File: src/rtl/hold_pkg.sv
package hold_pkg;
  typedef enum logic [2:0] {
    BUS_OWNED      = 3'd0,
    WAIT_CYCLE_END = 3'd1,
    RELEASE        = 3'd2,
    HELD           = 3'd3,
    RECLAIM        = 3'd4
  } hold_state_e;
endpackage

File: src/rtl/hold_sync.sv
module hold_sync #(
  parameter int STAGES = 2
) (
  input  logic clk,
  input  logic rst,
  input  logic hold_n_async,
  output logic hold_req
);
  logic [STAGES-1:0] sync_q;

  always_ff @(posedge clk) begin
    if (rst) sync_q <= '0;
    else     sync_q <= {sync_q[STAGES-2:0], ~hold_n_async};
  end

  assign hold_req = sync_q[STAGES-1];
endmodule

File: src/rtl/hold_fsm.sv
module hold_fsm
  import hold_pkg::*;
(
  input  logic        clk,
  input  logic        rst,
  input  logic        hold_req,
  input  logic        refuse,
  input  logic        bus_busy,
  output hold_state_e state,
  output logic        hold_want,
  output logic        holda_n,
  output logic        ctrl_oe,
  output logic        data_oe
);
  hold_state_e state_d;

  assign hold_want = hold_req & ~refuse;

  always_comb begin
    state_d = state;
    case (state)
      BUS_OWNED:      if (hold_want) state_d = bus_busy ? WAIT_CYCLE_END : RELEASE;
      WAIT_CYCLE_END: if (!hold_want) state_d = BUS_OWNED;
                      else if (!bus_busy) state_d = RELEASE;
      RELEASE:        state_d = hold_want ? HELD : RECLAIM;
      HELD:           if (!hold_want) state_d = RECLAIM;
      RECLAIM:        state_d = BUS_OWNED;
      default:        state_d = BUS_OWNED;
    endcase
  end

  always_ff @(posedge clk) begin
    if (rst) begin
      state   <= BUS_OWNED;
      holda_n <= 1'b1;
      ctrl_oe <= 1'b1;
      data_oe <= 1'b1;
    end else begin
      state   <= state_d;
      holda_n <= (state_d != HELD);
      ctrl_oe <= (state_d != HELD);
      data_oe <= (state_d == BUS_OWNED) || (state_d == WAIT_CYCLE_END);
    end
  end

  // with refuse set, no grant can appear on the following edge
  assert_refuse_R9: assert property (@(posedge clk) disable iff (rst)
    refuse |=> holda_n);
  // a grant is only entered from the release step
  assert_grant_path_R2: assert property (@(posedge clk) disable iff (rst)
    (state == HELD && $past(state) != HELD) |-> $past(state) == RELEASE);
endmodule

File: src/rtl/post_buf.sv
module post_buf #(
  parameter int AW = 8,
  parameter int DW = 16
) (
  input  logic          clk,
  input  logic          rst,
  input  logic          load,
  input  logic          issue,
  input  logic [AW-1:0] in_addr,
  input  logic [DW-1:0] in_data,
  output logic          valid,
  output logic [AW-1:0] addr,
  output logic [DW-1:0] data
);
  always_ff @(posedge clk) begin
    if (rst) begin
      valid <= 1'b0;
      addr  <= '0;
      data  <= '0;
    end else if (load) begin
      valid <= 1'b1;
      addr  <= in_addr;
      data  <= in_data;
    end else if (issue) begin
      valid <= 1'b0;
    end
  end

  // a full slot is never overwritten
  assert_no_overwrite_R6: assert property (@(posedge clk) disable iff (rst)
    load |-> !valid);
  // only issuing empties the slot, and its contents hold meanwhile
  assert_slot_kept_R8: assert property (@(posedge clk) disable iff (rst)
    (valid && !issue) |=> (valid && $stable(addr) && $stable(data)));
endmodule

File: src/rtl/bus_engine.sv
module bus_engine #(
  parameter int AW      = 8,
  parameter int DW      = 16,
  parameter int ACC_CYC = 3
) (
  input  logic          clk,
  input  logic          rst,
  input  logic          launch,
  input  logic          l_we,
  input  logic [AW-1:0] l_addr,
  input  logic [DW-1:0] l_data,
  input  logic [DW-1:0] bus_rdata,
  output logic          busy,
  output logic          strb_n,
  output logic          rd,
  output logic [AW-1:0] addr,
  output logic [DW-1:0] wdata,
  output logic          rvalid,
  output logic [DW-1:0] rdata
);
  localparam int CW = (ACC_CYC > 1) ? $clog2(ACC_CYC) : 1;
  localparam logic [CW-1:0] LAST = CW'(ACC_CYC - 1);

  logic [CW-1:0] cnt;

  always_ff @(posedge clk) begin
    if (rst) begin
      busy   <= 1'b0;
      strb_n <= 1'b1;
      rd     <= 1'b1;
      addr   <= '0;
      wdata  <= '0;
      cnt    <= '0;
      rvalid <= 1'b0;
      rdata  <= '0;
    end else begin
      rvalid <= 1'b0;
      if (launch) begin
        busy   <= 1'b1;
        strb_n <= 1'b0;
        rd     <= ~l_we;
        addr   <= l_addr;
        wdata  <= l_data;
        cnt    <= '0;
      end else if (busy) begin
        if (cnt == LAST) begin
          busy   <= 1'b0;
          strb_n <= 1'b1;
          if (rd) begin
            rvalid <= 1'b1;
            rdata  <= bus_rdata;
          end
        end else begin
          cnt <= cnt + 1'b1;
        end
      end
    end
  end

  // no access is started on top of a running one
  assert_no_overlap_R10: assert property (@(posedge clk) disable iff (rst)
    launch |-> !busy);
endmodule

File: src/rtl/bus_hold_arb.sv
module bus_hold_arb
  import hold_pkg::*;
#(
  parameter int AW          = 8,
  parameter int DW          = 16,
  parameter int ACC_CYC     = 3,
  parameter int SYNC_STAGES = 2
) (
  input  logic          clk,
  input  logic          rst,
  input  logic          hold_n,
  output logic          holda_n,
  input  logic          refuse_hold,
  input  logic          core_req,
  input  logic          core_we,
  input  logic [AW-1:0] core_addr,
  input  logic [DW-1:0] core_wdata,
  output logic          core_stall,
  output logic          core_rvalid,
  output logic [DW-1:0] core_rdata,
  output logic          bus_strb_n,
  output logic          bus_rd,
  output logic [AW-1:0] bus_addr,
  output logic [DW-1:0] bus_wdata,
  input  logic [DW-1:0] bus_rdata,
  output logic          ctrl_oe,
  output logic          data_oe
);
  hold_state_e   state;
  logic          hold_req, hold_want, busy;
  logic          pw_valid;
  logic [AW-1:0] pw_addr;
  logic [DW-1:0] pw_data;
  logic          own_idle, launch_pw, launch_core, post_core, launch;

  hold_sync #(.STAGES(SYNC_STAGES)) u_sync (
    .clk(clk), .rst(rst), .hold_n_async(hold_n), .hold_req(hold_req));

  hold_fsm u_fsm (
    .clk(clk), .rst(rst), .hold_req(hold_req), .refuse(refuse_hold),
    .bus_busy(busy), .state(state), .hold_want(hold_want),
    .holda_n(holda_n), .ctrl_oe(ctrl_oe), .data_oe(data_oe));

  assign own_idle    = (state == BUS_OWNED) && !hold_want && !busy;
  assign launch_pw   = own_idle && pw_valid;
  assign launch_core = own_idle && !pw_valid && core_req;
  assign post_core   = (state != BUS_OWNED) && core_req && core_we && !pw_valid;
  assign launch      = launch_pw || launch_core;
  assign core_stall  = core_req && !(launch_core || post_core);

  post_buf #(.AW(AW), .DW(DW)) u_post (
    .clk(clk), .rst(rst), .load(post_core), .issue(launch_pw),
    .in_addr(core_addr), .in_data(core_wdata),
    .valid(pw_valid), .addr(pw_addr), .data(pw_data));

  bus_engine #(.AW(AW), .DW(DW), .ACC_CYC(ACC_CYC)) u_eng (
    .clk(clk), .rst(rst), .launch(launch),
    .l_we(launch_pw ? 1'b1 : core_we),
    .l_addr(launch_pw ? pw_addr : core_addr),
    .l_data(launch_pw ? pw_data : core_wdata),
    .bus_rdata(bus_rdata), .busy(busy), .strb_n(bus_strb_n), .rd(bus_rd),
    .addr(bus_addr), .wdata(bus_wdata), .rvalid(core_rvalid), .rdata(core_rdata));

  // grant and an active strobe never coexist
  assert_holda_no_strobe_R3: assert property (@(posedge clk) disable iff (rst)
    !holda_n |-> bus_strb_n);
  // while granted, every driver is released
  assert_drivers_off_R4: assert property (@(posedge clk) disable iff (rst)
    !holda_n |-> (!ctrl_oe && !data_oe));
  // data is already off on the cycle before the grant appears
  assert_data_first_R4: assert property (@(posedge clk) disable iff (rst)
    $fell(holda_n) |-> $past(!data_oe));
  // reads never pass while the bus is away
  assert_read_stall_R6: assert property (@(posedge clk) disable iff (rst)
    (core_req && !core_we && state != BUS_OWNED) |-> core_stall);
endmodule

File: config.mk
export PLATFORM = sky130hd
export DESIGN_NAME = bus_hold_arb
export DESIGN_NICKNAME = d
export VERILOG_FILES = /design/src/rtl/hold_pkg.sv /design/src/rtl/hold_sync.sv /design/src/rtl/hold_fsm.sv /design/src/rtl/post_buf.sv /design/src/rtl/bus_engine.sv /design/src/rtl/bus_hold_arb.sv
export SDC_FILE = /design/constraint.sdc
export NUM_CORES = 1
export LEC_CHECK = 0
export BUFFER_PORTS_ARGS = -buffer_cell sky130_fd_sc_hd__buf_2
export CORE_MARGIN = 2
export CORE_UTILIZATION = 50
export DETAILED_ROUTE_END_ITERATION = 12
export GPL_TIMING_DRIVEN = 1
export HOLD_SLACK_MARGIN = 0.1
export PLACE_DENSITY = 0.82
export SYNTH_ARGS = -nofsm -noshare
export SYNTH_HDL_FRONTEND = slang
export SYNTH_SLANG_ARGS = --single-unit
export TNS_END_PERCENT = 5
File: constraint.sdc
create_clock -name clk -period 2.4 [get_ports clk]
set_clock_uncertainty 0.15 [all_clocks]
set_input_delay 0 -clock clk [delete_from_list [all_inputs] [get_ports clk]]
set_output_delay 0 -clock clk [all_outputs]
set_load 0.005 [all_outputs]
==> results of run 1 <==
logic make-up (layout without fill, tap and decap cells):
| group | Yosys count | count (layout) |
|---|---|---|
| AO/OA/AOI/OAI | 146 | 146 |
| AND/OR/NAND/NOR | 110 | 110 |
| flip-flops | 78 | 78 |
| buffers and inverters | 69 | 199 |
| adder cells (fa/ha/maj) | 1 | 1 |
| XOR/XNOR | 1 | 1 |
| other | 0 | 1 |
cells in the final DEF, fill, tap and decap left out, types with 2 or more instances in the layout:
master,count
nor2_1,30
a211oi_1,6
nand3_1,27
clkbuf_8,9
nand2_1,33
buf_2,92
a211oi_2,18
inv_1,27
nor3_1,3
dlygate4sd3_1,49
a21oi_1,43
a22o_1,24
nor2b_1,3
clkinvlp_4,2
o21ai_0,26
dfxtp_1,77
buf_4,15
nor3b_1,2
clkinv_2,4
a31oi_1,25
state kept, by name (all words and copies together) (netlist names), 2 cells and up:
register / count
u_eng.rdata: 16
u_eng.wdata: 16
u_post.data: 16
u_eng.addr: 8
u_post.addr: 8
u_fsm.state: 3
u_eng.cnt: 2
u_sync.sync_q: 2
cell type report:
| type | instances | area, um2 | share of cell area (%) |
|---|---|---|---|
| clock buffers | 9 | 123.9 | 2.680 |
| flip-flops and latches | 78 | 1563 | 33.81 |
| well taps | 96 | 120.1 | 2.599 |
| repair buffers | 156 | 1064 | 23.01 |
| diodes | 1 | 2.502 | 0.05414 |
| multi-input cells | 258 | 1583 | 34.24 |
| inverters | 27 | 101.3 | 2.193 |
| clock inverters | 7 | 65.06 | 1.408 |
tightest hold or removal path, stage by stage:
cell and delay [ns]:
dlygate4sd3_1 0.53, buf_2 0.10, nor2_1 0.03
routing by layer:
layer / vias to the layer above / share of wire [%] / global-route usage [%]
met3: 15 / 4.5 / 3.205
met2: 110 / 50 / 40.08
li1: 1687 / - / -
met5: - / 0 / 0
met4: 0 / 2.0 / 10.21
met1: 1635 / 43 / 31.56
worst max-delay path by stage:
stage	depth (start not counted)	slack (ns)	endpoint
final	4	0.14	u_post.data[12]$_SDFFE_PP0P_
after global routing	4	0.08	u_post.data[9]$_SDFFE_PP0P_
after CTS	6	0.06	u_post.addr[6]$_SDFFE_PP0P_
after detailed placement	3	0.58	u_eng.wdata[0]$_SDFFE_PP0P_
after global placement	4	0.59	core_stall
after floorplan	4	0.82	u_eng.addr[3]$_SDFFE_PP0P_
through the flow:
step	setup WS (ns)	utilization (%)	total power, mW
detailed placement	0.5775	57.75	1.806
global route	0.08429	67.99	2.907
finish	0.1357	68.03	2.796
CTS	0.06018	67.75	2.796
global placement	0.5942	57.75	1.794
floorplan	0.8182	-	1.687
power by group through the flow:
| stage | clock [mW] | sequential (mW) | combinational (mW) |
|---|---|---|---|
| global placement | 0 | 1.41 | 0.380 |
| floorplan | 0 | 1.41 | 0.275 |
| detailed placement | 0 | 1.42 | 0.390 |
| global route | 1.02 | 1.39 | 0.496 |
| CTS | 0.959 | 1.39 | 0.451 |
| finish | 0.952 | 1.39 | 0.460 |
what timing repair did:
| action | 4_1_cts | 5_1_grt |
|---|---|---|
| hold buffers | 49 | 0 |
| gates resized for setup | 0 | 1 |
| setup buffers | 0 | 2 |
| setup endpoints to repair | 0 | 3 |
| hold endpoints to repair | 72 | 0 |
==> run_results.csv, run 1 <==
group,metric,value,unit
setup_path,rr_startpoint,"u_fsm.state[1]$_SDFF_PP0_",
flow_run,max_cap_violations,0,
setup_path,crit_type,"reg -> reg",
routing,dr.pass1.iters,4,
synth,syn-num-nets,452,
setup_path,worstPathMaxFanout,25,
die,die_x,87.95,um
routing,num_vias,3447,
die,die_area,0.007734,mm2
clock_tree,htreeDepth,3,
setup_path,crit_arrival,2.34,ns
finish,layout-drive-gt1-share,27.85,%
synth,synth_xor_xnor_area_share,0.2486,%
finish,fin_cells,632,
finish,nNetsFinal,577,
die,die_h,87.95,um
finish,design_area,0.004622,mm2
timing,fin_hold_ws,0.1997,ns
clock_tree,clk_pin_slew,0.08,ns
synth,yosysSeqAreaShare,44.32,%
global_routing,grt_pass1_wl,14740,um
setup_path,max_stage_delay,0.75,ns
routing,drtAntennaViolNets,0,
hold_path,min_from,"hold_n",
synth,synth_compound_area_share,29.01,%
timing,setup_viol,0,
synth,synthCells,405,
die,rows,30,
pwr,p_clk_share,34.0,%
finish,area_delta_synth_final,31.18,%
synth,ys_warn_count,0,
timing,finalMaxSlewViolations,0,
synth,synth.top_cell.area_share,44.32,%
global_routing,grt_usage,24.13,%
synth,synth.area.top_cells,"dfxtp_1 (44%), a211oi_2 (6.4%), a21oi_1 (6.1%), a22o_1 (6.0%), a31oi_1 (4.4%)",
setup_path,worstSetupStartpoint,"u_fsm.state[1]$_SDFF_PP0_",
clock_tree,cts_tree,"yes",
timing,max_freq,0.4416,GHz
timing,min_period,2.264,ns
routing,wl_per_cell,14.86,um
synth,synthFlopType,"dfxtp_1",
pwr,leakagePower,1.838,nW
setup_path,cpMaxStageDelayCell,"or3_2",
pwr,p_int,2.044,mW
hold_path,hold_path_class,"in -> reg",
synth,synth_most_common_cell,"dfxtp_1",
clock_tree,cts_sinks,78,
placed_design,place.gp.congestion,0.8242,
die,core,0.006794,mm2
global_routing,overflow,0,
pwr,power_density,605.0,mW/mm2
global_routing,grt_max_degree,42,
timing,hold_viol,0,
global_routing,first_global_vias,3142,
setup_path,rrSetupSlack,0.14,ns
finish,fill_cells,500,
setup_path,path_cells,"or3_2 > nand3_1 > a21oi_1 > dlygate4sd3_1",
placed_design,dp.cells,564,
setup_path,crit_family,"simple AND/OR/NAND/NOR gates",
routing,drtIter0Drc,282,
synth,yosysUniqueCellTypes,40,
timing,finalCritPeriodShare,94.35,%
setup_path,end_kind,"flop",
synth,netlist_area,0.003523,mm2
clock_tree,cts-root-buf,"clkbuf_8",
timing,rsz0062_at_grt,"false",
routing,drc,0,
pwr,combPwrFrac,16.4,%
clock_tree,clockBufferDepth,2,
pwr,seqPwrFrac,49.5,%
synth,synth_top_family_by_area,"compound AO/OA/AOI/OAI gates",
synth,synth_edf_count,0,
synth,synth_common_cells,"dfxtp_1 (78), a21oi_1 (43), nand2_1 (33)",
global_routing,antenna_found_initial,0,
pwr,swShare,26.91,%
synth,yosys_register_bits,78,
synth,yosys.area.top_type,"dfxtp_1",
synth,synth-simple-area-share,15.13,%
die,start_util,51.86,%
placed_design,place_area,0.003924,mm2
synth,async_flop_share,0,%
synth,synthAdderAreaFrac,0.3551,%
setup_path,cp-start-kind,"flop",
die,io_pins,93,
placed_design,hpwl,5769,um
clock_tree,cts_made_buffers,9,
setup_path,rr_endpoint,"u_post.data[12]$_SDFFE_PP0P_",
run_status,status,"complete, no violations",
setup_path,critPathRequiredTime,2.48,ns
synth,synth.avg_cell_area,8.700,um2
clock_tree,insertion_delay,0.34,ns
timing,worst_slew_pin_slew,0.6457,ns
pwr,net-switching-power,752.4,uW
routing,wl,9391,um
placed_design,portBuffers,92,
hold_path,hold_end,"u_sync.sync_q[0]$_SDFF_PP0_",
routing,viasPerCell,5.454,
pwr,vdd_drop_max,0.0003479,V
setup_path,critPathBufInv,1,
synth,synthMuxAreaShare,0,%
timing,setup_tns,0,ns
timing,slew_headroom,56.96,%
setup_path,worst-r2r-cell-count,4,
hold_path,worstHoldPathCells,3,
Note: power is estimated with default switching activity, not from simulation.
==> run 2, diff against run 1 <==
Settings changed: CELL_PAD_IN_SITES_DETAIL_PLACEMENT set to 0, CELL_PAD_IN_SITES_GLOBAL_PLACEMENT set to 1, CORE_UTILIZATION 50 to 39, PLACE_DENSITY 0.82 to 0.86.
Clock period 2.4 ns to 2.6 ns, I/O delays scaled along.
==> run 2 against run 1 <==
Clock-buffer cell count up 5. Critical path depth unchanged. Utilization decreased by 13 points. Hold slack gained 0.093 ns. Final area rose by 3.7%. Setup slack gained 0.089 ns. Via count fell by 0.64%. Fmax is 4.7% lower. Highest routed layer unchanged.
==> run_results.csv, run 2 (same netlist as run 1, synthesis figures left out) <==
group,metric,value,unit
pwr,leakagePower,1.943,nW
finish,register_area,0.001563,mm2
routing,wl,9813,um
setup_path,critPathRequiredTime,2.74,ns
finish,final_common_cell,"buf_2",
setup_path,crit_type,"reg -> reg",
die,die_area,0.009811,mm2
finish,nNetsFinal,589,
global_routing,antenna_found_initial,0,
setup_path,cp-start-kind,"flop",
global_routing,overflow,0,
finish,design_area,0.004792,mm2
clock_tree,htreeDepth,3,
clock_tree,cts_sinks,78,
timing,finalMaxSlewViolations,0,
finish,diodes,0,
finish,multi_input_area,0.001582,mm2
setup_path,crit_arrival,2.51,ns
clock_tree,cts-root-buf,"clkbuf_8",
global_routing,grt_pass1_wl,15860,um
die,die_h,99.05,um
clock_tree,clk_pin_slew,0.08,ns
placed_design,hpwl,5936,um
timing,rsz0062_at_grt,"false",
routing,drtAntennaViolNets,0,
clock_tree,insertion_delay,0.34,ns
clock_tree,cts_made_buffers,9,
pwr,vdd_drop_max,0.0002671,V
die,core,0.008721,mm2
die,die_x,99.05,um
setup_path,max_stage_delay,0.78,ns
setup_path,cpMaxStageDelayCell,"or3_1",
routing,num_vias,3425,
global_routing,grt_max_degree,31,
pwr,total_power,2.692,mW
finish,layout_common_cells,"buf_2 (92), dfxtp_1 (77), dlygate4sd3_1 (64), a21oi_1 (43), nand2_1 (33)",
timing,setup_viol,0,
clock_tree,cts_resized,0,
global_routing,first_global_vias,3308,
run_status,status,"complete, no violations",
clock_tree,cts_tree,"yes",
timing,finalCritPeriodShare,91.34,%
flow_run,max_cap_violations,0,
finish,layout-drive-gt1-share,26.33,%
setup_path,end_kind,"flop",
finish,area_delta_synth_final,36.01,%
placed_design,portBuffers,92,
setup_path,worstPathMaxFanout,25,
die,io_pins,93,
timing,slew_headroom,37.34,%
routing,viasPerCell,5.229,
clock_tree,clockBufferDepth,2,
timing,hold_viol,0,
hold_path,hold_path_class,"reg -> reg",
pwr,power_density,561.7,mW/mm2
placed_design,place_area,0.003931,mm2
setup_path,path_cells,"or3_1 > nand3_1 > a21oi_1 > dlygate4sd3_1",
timing,max_freq,0.4211,GHz
routing,drtIter0Drc,158,
routing,drc,0,
placed_design,place.gp.congestion,0.7853,
die,start_util,40.40,%
timing,min_period,2.375,ns
clock_tree,postCtsSetupBuffers,0,
timing,setup_tns,0,ns
finish,reg_top3,"u_eng.rdata: 16 flops, u_eng.wdata: 16 flops, u_post.data: 16 flops",
global_routing,grt_usage,19.96,%
timing,worst_slew_pin_slew,0.9399,ns
routing,dr.pass1.iters,4,
finish,fill_cells,804,
routing,wl_per_cell,14.98,um
die,rows,34,
run 2: cell types whose count changed in the layout (fill, tap and decap cells not counted), sizes merged:
cell / change
buf: -3
dlygate4sd3: +15
clkinvlp: -1
clkinv: -4
diode: -1
clkbuf: +5
run 2: critical path, delay by kind of cell (launching register included):
family | cells | cell delay, ns
buffers and inverters | 1 | 0.56
DFF | 1 | 0.50
AOI/OAI and AO/OA | 1 | 0.16
and+or+nand+nor | 2 | 0.94
run 2: where the power goes:
part	leakage, nW	internal [mW]	switching, mW
combinational	1.20	0.206	0.221
clock	0.109	0.550	0.436
sequential	0.636	1.25	0.0322
total	1.94	2.00	0.689
run 2: worst paths after layout:
check | startpoint | to | slack (ns) | depth (start not counted)
max | u_fsm.state[2]$_SDFF_PP0_ | u_post.data[2]$_SDFFE_PP0P_ | 0.23 | 4
min | u_sync.sync_q[0]$_SDFF_PP0_ | u_sync.sync_q[1]$_SDFF_PP0_ | 0.29 | 1
max reg2reg | u_fsm.state[2]$_SDFF_PP0_ | u_post.data[2]$_SDFFE_PP0P_ | 0.23 | 4
min reg2reg | u_sync.sync_q[0]$_SDFF_PP0_ | u_sync.sync_q[1]$_SDFF_PP0_ | 0.29 | 1
run 2: cell type report:
type	count	area share (%)
multi-input combinational	258	33.00
sequential	78	32.61
timing repair buffer	168	24.86
clock buffer	14	3.812
tap	108	2.820
inverter	27	2.115
clock inverter	2	0.7833
run 2: timing repair:
| action | in CTS | in global routing |
|---|---|---|
| hold buffers | 64 | 0 |
| endpoints found under the hold margin | 71 | 0 |
| endpoints found under the setup margin | 0 | 0 |
run 2: through the flow:
stage	utilization [%]	setup slack [ns]	hold slack (ns)	std cells
detailed placement	45.08	0.7528	0.006549	575
finish	54.95	0.2251	0.2930	655
floorplan	-	1.018	-0.08331	405
global placement	45.08	0.7762	0.007231	575
CTS	54.95	0.2754	0.2854	655
global route	54.95	0.06840	0.2964	655
run 2: metal layers:
layer  vias to the layer above  GRT usage (%)  share of wire, %
met4                         0          8.957               2.5
met1                      1628          24.48                44
met2                        77          34.41                50
met3                        21          3.121               4.0
met5                         -              0                 0
li1                       1699              -                 -
==> run 3, diff against run 2 <==
Settings changed: CORE_ASPECT_RATIO set to 1.25, CORE_UTILIZATION 39 to 40, CTS_BUF_LIST set to sky130_fd_sc_hd__clkbuf_8, PLACE_DENSITY 0.86 to 0.88.
==> run 3 against run 2 <==
Highest routed layer unchanged. Utilization shrank 0.60 points. Largest cell class unchanged. Total power grew 8.4%. Flip-flop and latch count is the same. Global-route usage grew 0.61 points. Critical path depth grew 1. Combinational power shrank 2%. Largest power group unchanged. Register-to-register slack gained 0.13 ns. Sequential power is essentially flat. First-iteration DRC count grew 68%. Sequential share of layout area grew 0.80 points. Final cell count shrank 1.2%.
==> run_results.csv, run 3 (same netlist as run 1, synthesis figures left out) <==
group,metric,value,unit
timing,min_period,2.245,ns
pwr,p_int,2.187,mW
die,start_util,40.94,%
die,core,0.008606,mm2
finish,nNetsFinal,569,
run_status,status,"complete, no violations",
finish,area_delta_synth_final,32.74,%
pwr,power_density,623.8,mW/mm2
pwr,net-switching-power,730.1,uW
routing,wl_per_cell,14.68,um
die,die_x,87.95,um
clock_tree,clockBufferDepth,2,
pwr,p_clk_share,41.8,%
setup_path,end_kind,"flop",
pwr,combPwrFrac,14.4,%
finish,diodes,0,
timing,max_freq,0.4455,GHz
clock_tree,cts_resized,0,
placed_design,hpwl,5918,um
routing,drtAntennaViolNets,0,
clock_tree,cts_tree,"yes",
global_routing,antenna_found_initial,0,
finish,final_util,54.35,%
global_routing,first_global_vias,3243,
timing,rsz0062_at_grt,"false",
routing,num_vias,3350,
pwr,swShare,25.03,%
timing,setup_tns,0,ns
pwr,vdd_drop_max,0.0004565,V
timing,finalMaxSlewViolations,0,
clock_tree,clk_pin_slew,0.09,ns
clock_tree,cts_made_buffers,9,
pwr,leakagePower,1.838,nW
finish,reg_top3,"u_eng.rdata: 16 flops, u_eng.wdata: 16 flops, u_post.data: 16 flops",
setup_path,worstPathMaxFanout,19,
finish,fill_cells,793,
clock_tree,cts-root-buf,"clkbuf_8",
die,rows,38,
routing,dr.pass1.iters,4,
global_routing,grt_usage,20.57,%
finish,layout_common_cells,"buf_2 (92), dfxtp_1 (77), dlygate4sd3_1 (47), a21oi_1 (43), nand2_1 (33)",
pwr,total_power,2.917,mW
die,die_area,0.009580,mm2
global_routing,grt_max_degree,53,
routing,wl,9498,um
die,die_h,108.9,um
setup_path,crit_type,"reg -> reg",
routing,drc,0,
timing,slew_headroom,35.84,%
finish,layout-drive-gt1-share,26.94,%
clock_tree,htreeDepth,3,
routing,viasPerCell,5.178,
routing,drtIter0Drc,266,
hold_path,hold_path_class,"in -> reg",
clock_tree,insertion_delay,0.37,ns
setup_path,critPathRequiredTime,2.76,ns
placed_design,portBuffers,92,
global_routing,overflow,0,
clock_tree,cts_sinks,78,
setup_path,crit_arrival,2.40,ns
pwr,seqPwrFrac,43.8,%
timing,setup_viol,0,
global_routing,grt_pass1_wl,15400,um
setup_path,cp-start-kind,"flop",
finish,final_common_cell,"buf_2",
placed_design,place.gp.congestion,0.7476,
die,io_pins,93,
flow_run,max_cap_violations,0,
timing,finalCritPeriodShare,86.34,%
timing,hold_viol,0,
timing,worst_slew_pin_slew,0.9624,ns
run 3: changes by cell type in the layout (fill, tap and decap cells not counted), sizes merged:
cell,change
clkinv,+3
clkbuf,-5
clkinvlp,-1
dlygate4sd3,-17
bufinv,+3
buf,-3
run 3: final cells by class:
class / instances / area [um2] / area share (%)
multi-input cells: 258 / 1582 / 33.81
clock buffers: 9 / 123.9 / 2.648
repair buffers: 148 / 1011 / 21.62
clock inverters: 7 / 146.4 / 3.130
inverters: 27 / 101.3 / 2.167
well taps: 120 / 150.1 / 3.210
flip-flops and latches: 78 / 1563 / 33.41
run 3: power by group through the flow:
stage          combinational, mW  sequential (mW)  clock (mW)
2_1_floorplan              0.254             1.30           0
3_3_place_gp               0.358             1.30           0
3_5_place_dp               0.365             1.31           0
4_1_cts                    0.421             1.28        1.24
5_1_grt                    0.458             1.29        1.28
6_report                   0.420             1.28        1.22
run 3: critical path, cell delays in order, from the launching register on:
cell,delay [ns]
dfxtp_1,0.39
nor4_4,0.55
buf_4,0.35
nand3_1,0.11
nand3_1,0.09
dlygate4sd3_1,0.55
run 3: final timing paths:
kind / start / endpoint / slack (ns) / cells past startpoint
worst min register to register: u_sync.sync_q[0]$_SDFF_PP0_ / u_sync.sync_q[1]$_SDFF_PP0_ / 0.30 / 1
worst max-delay path: u_fsm.state[1]$_SDFF_PP0_ / u_eng.rd$_SDFFE_PP1P_ / 0.36 / 5
worst max register to register: u_fsm.state[1]$_SDFF_PP0_ / u_eng.rd$_SDFFE_PP1P_ / 0.36 / 5
worst min-delay path: bus_rdata[14] / u_eng.rdata[14]$_SDFFE_PP0P_ / 0.26 / 4
run 3: per-stage QoR:
stage	cells	instance area, um2	setup slack (ns)	hold WS, ns
after global placement	584	3936	0.7707	0.006184
after detailed placement	584	3936	0.7494	0.007574
after floorplan	405	3523	1.018	-0.08331
after global routing	647	4677	0.2424	0.2658
final	647	4677	0.3552	0.2633
after CTS	647	4677	0.3529	0.2448
run 3: timing repair:
item                      in CTS  in global routing
setup buffers                  0                  0
hold buffers                  47                  0
hold endpoints to repair      71                  0
run 3: metal layers:
layer / wire length (um) / GRT usage [%] / part of all wire (%)
met3: 570 / 5.450 / 6.0
met4: 155 / 8.901 / 1.6
met5: 0 / 0 / 0
met2: 4649 / 33.98 / 49
met1: 4122 / 25.01 / 43
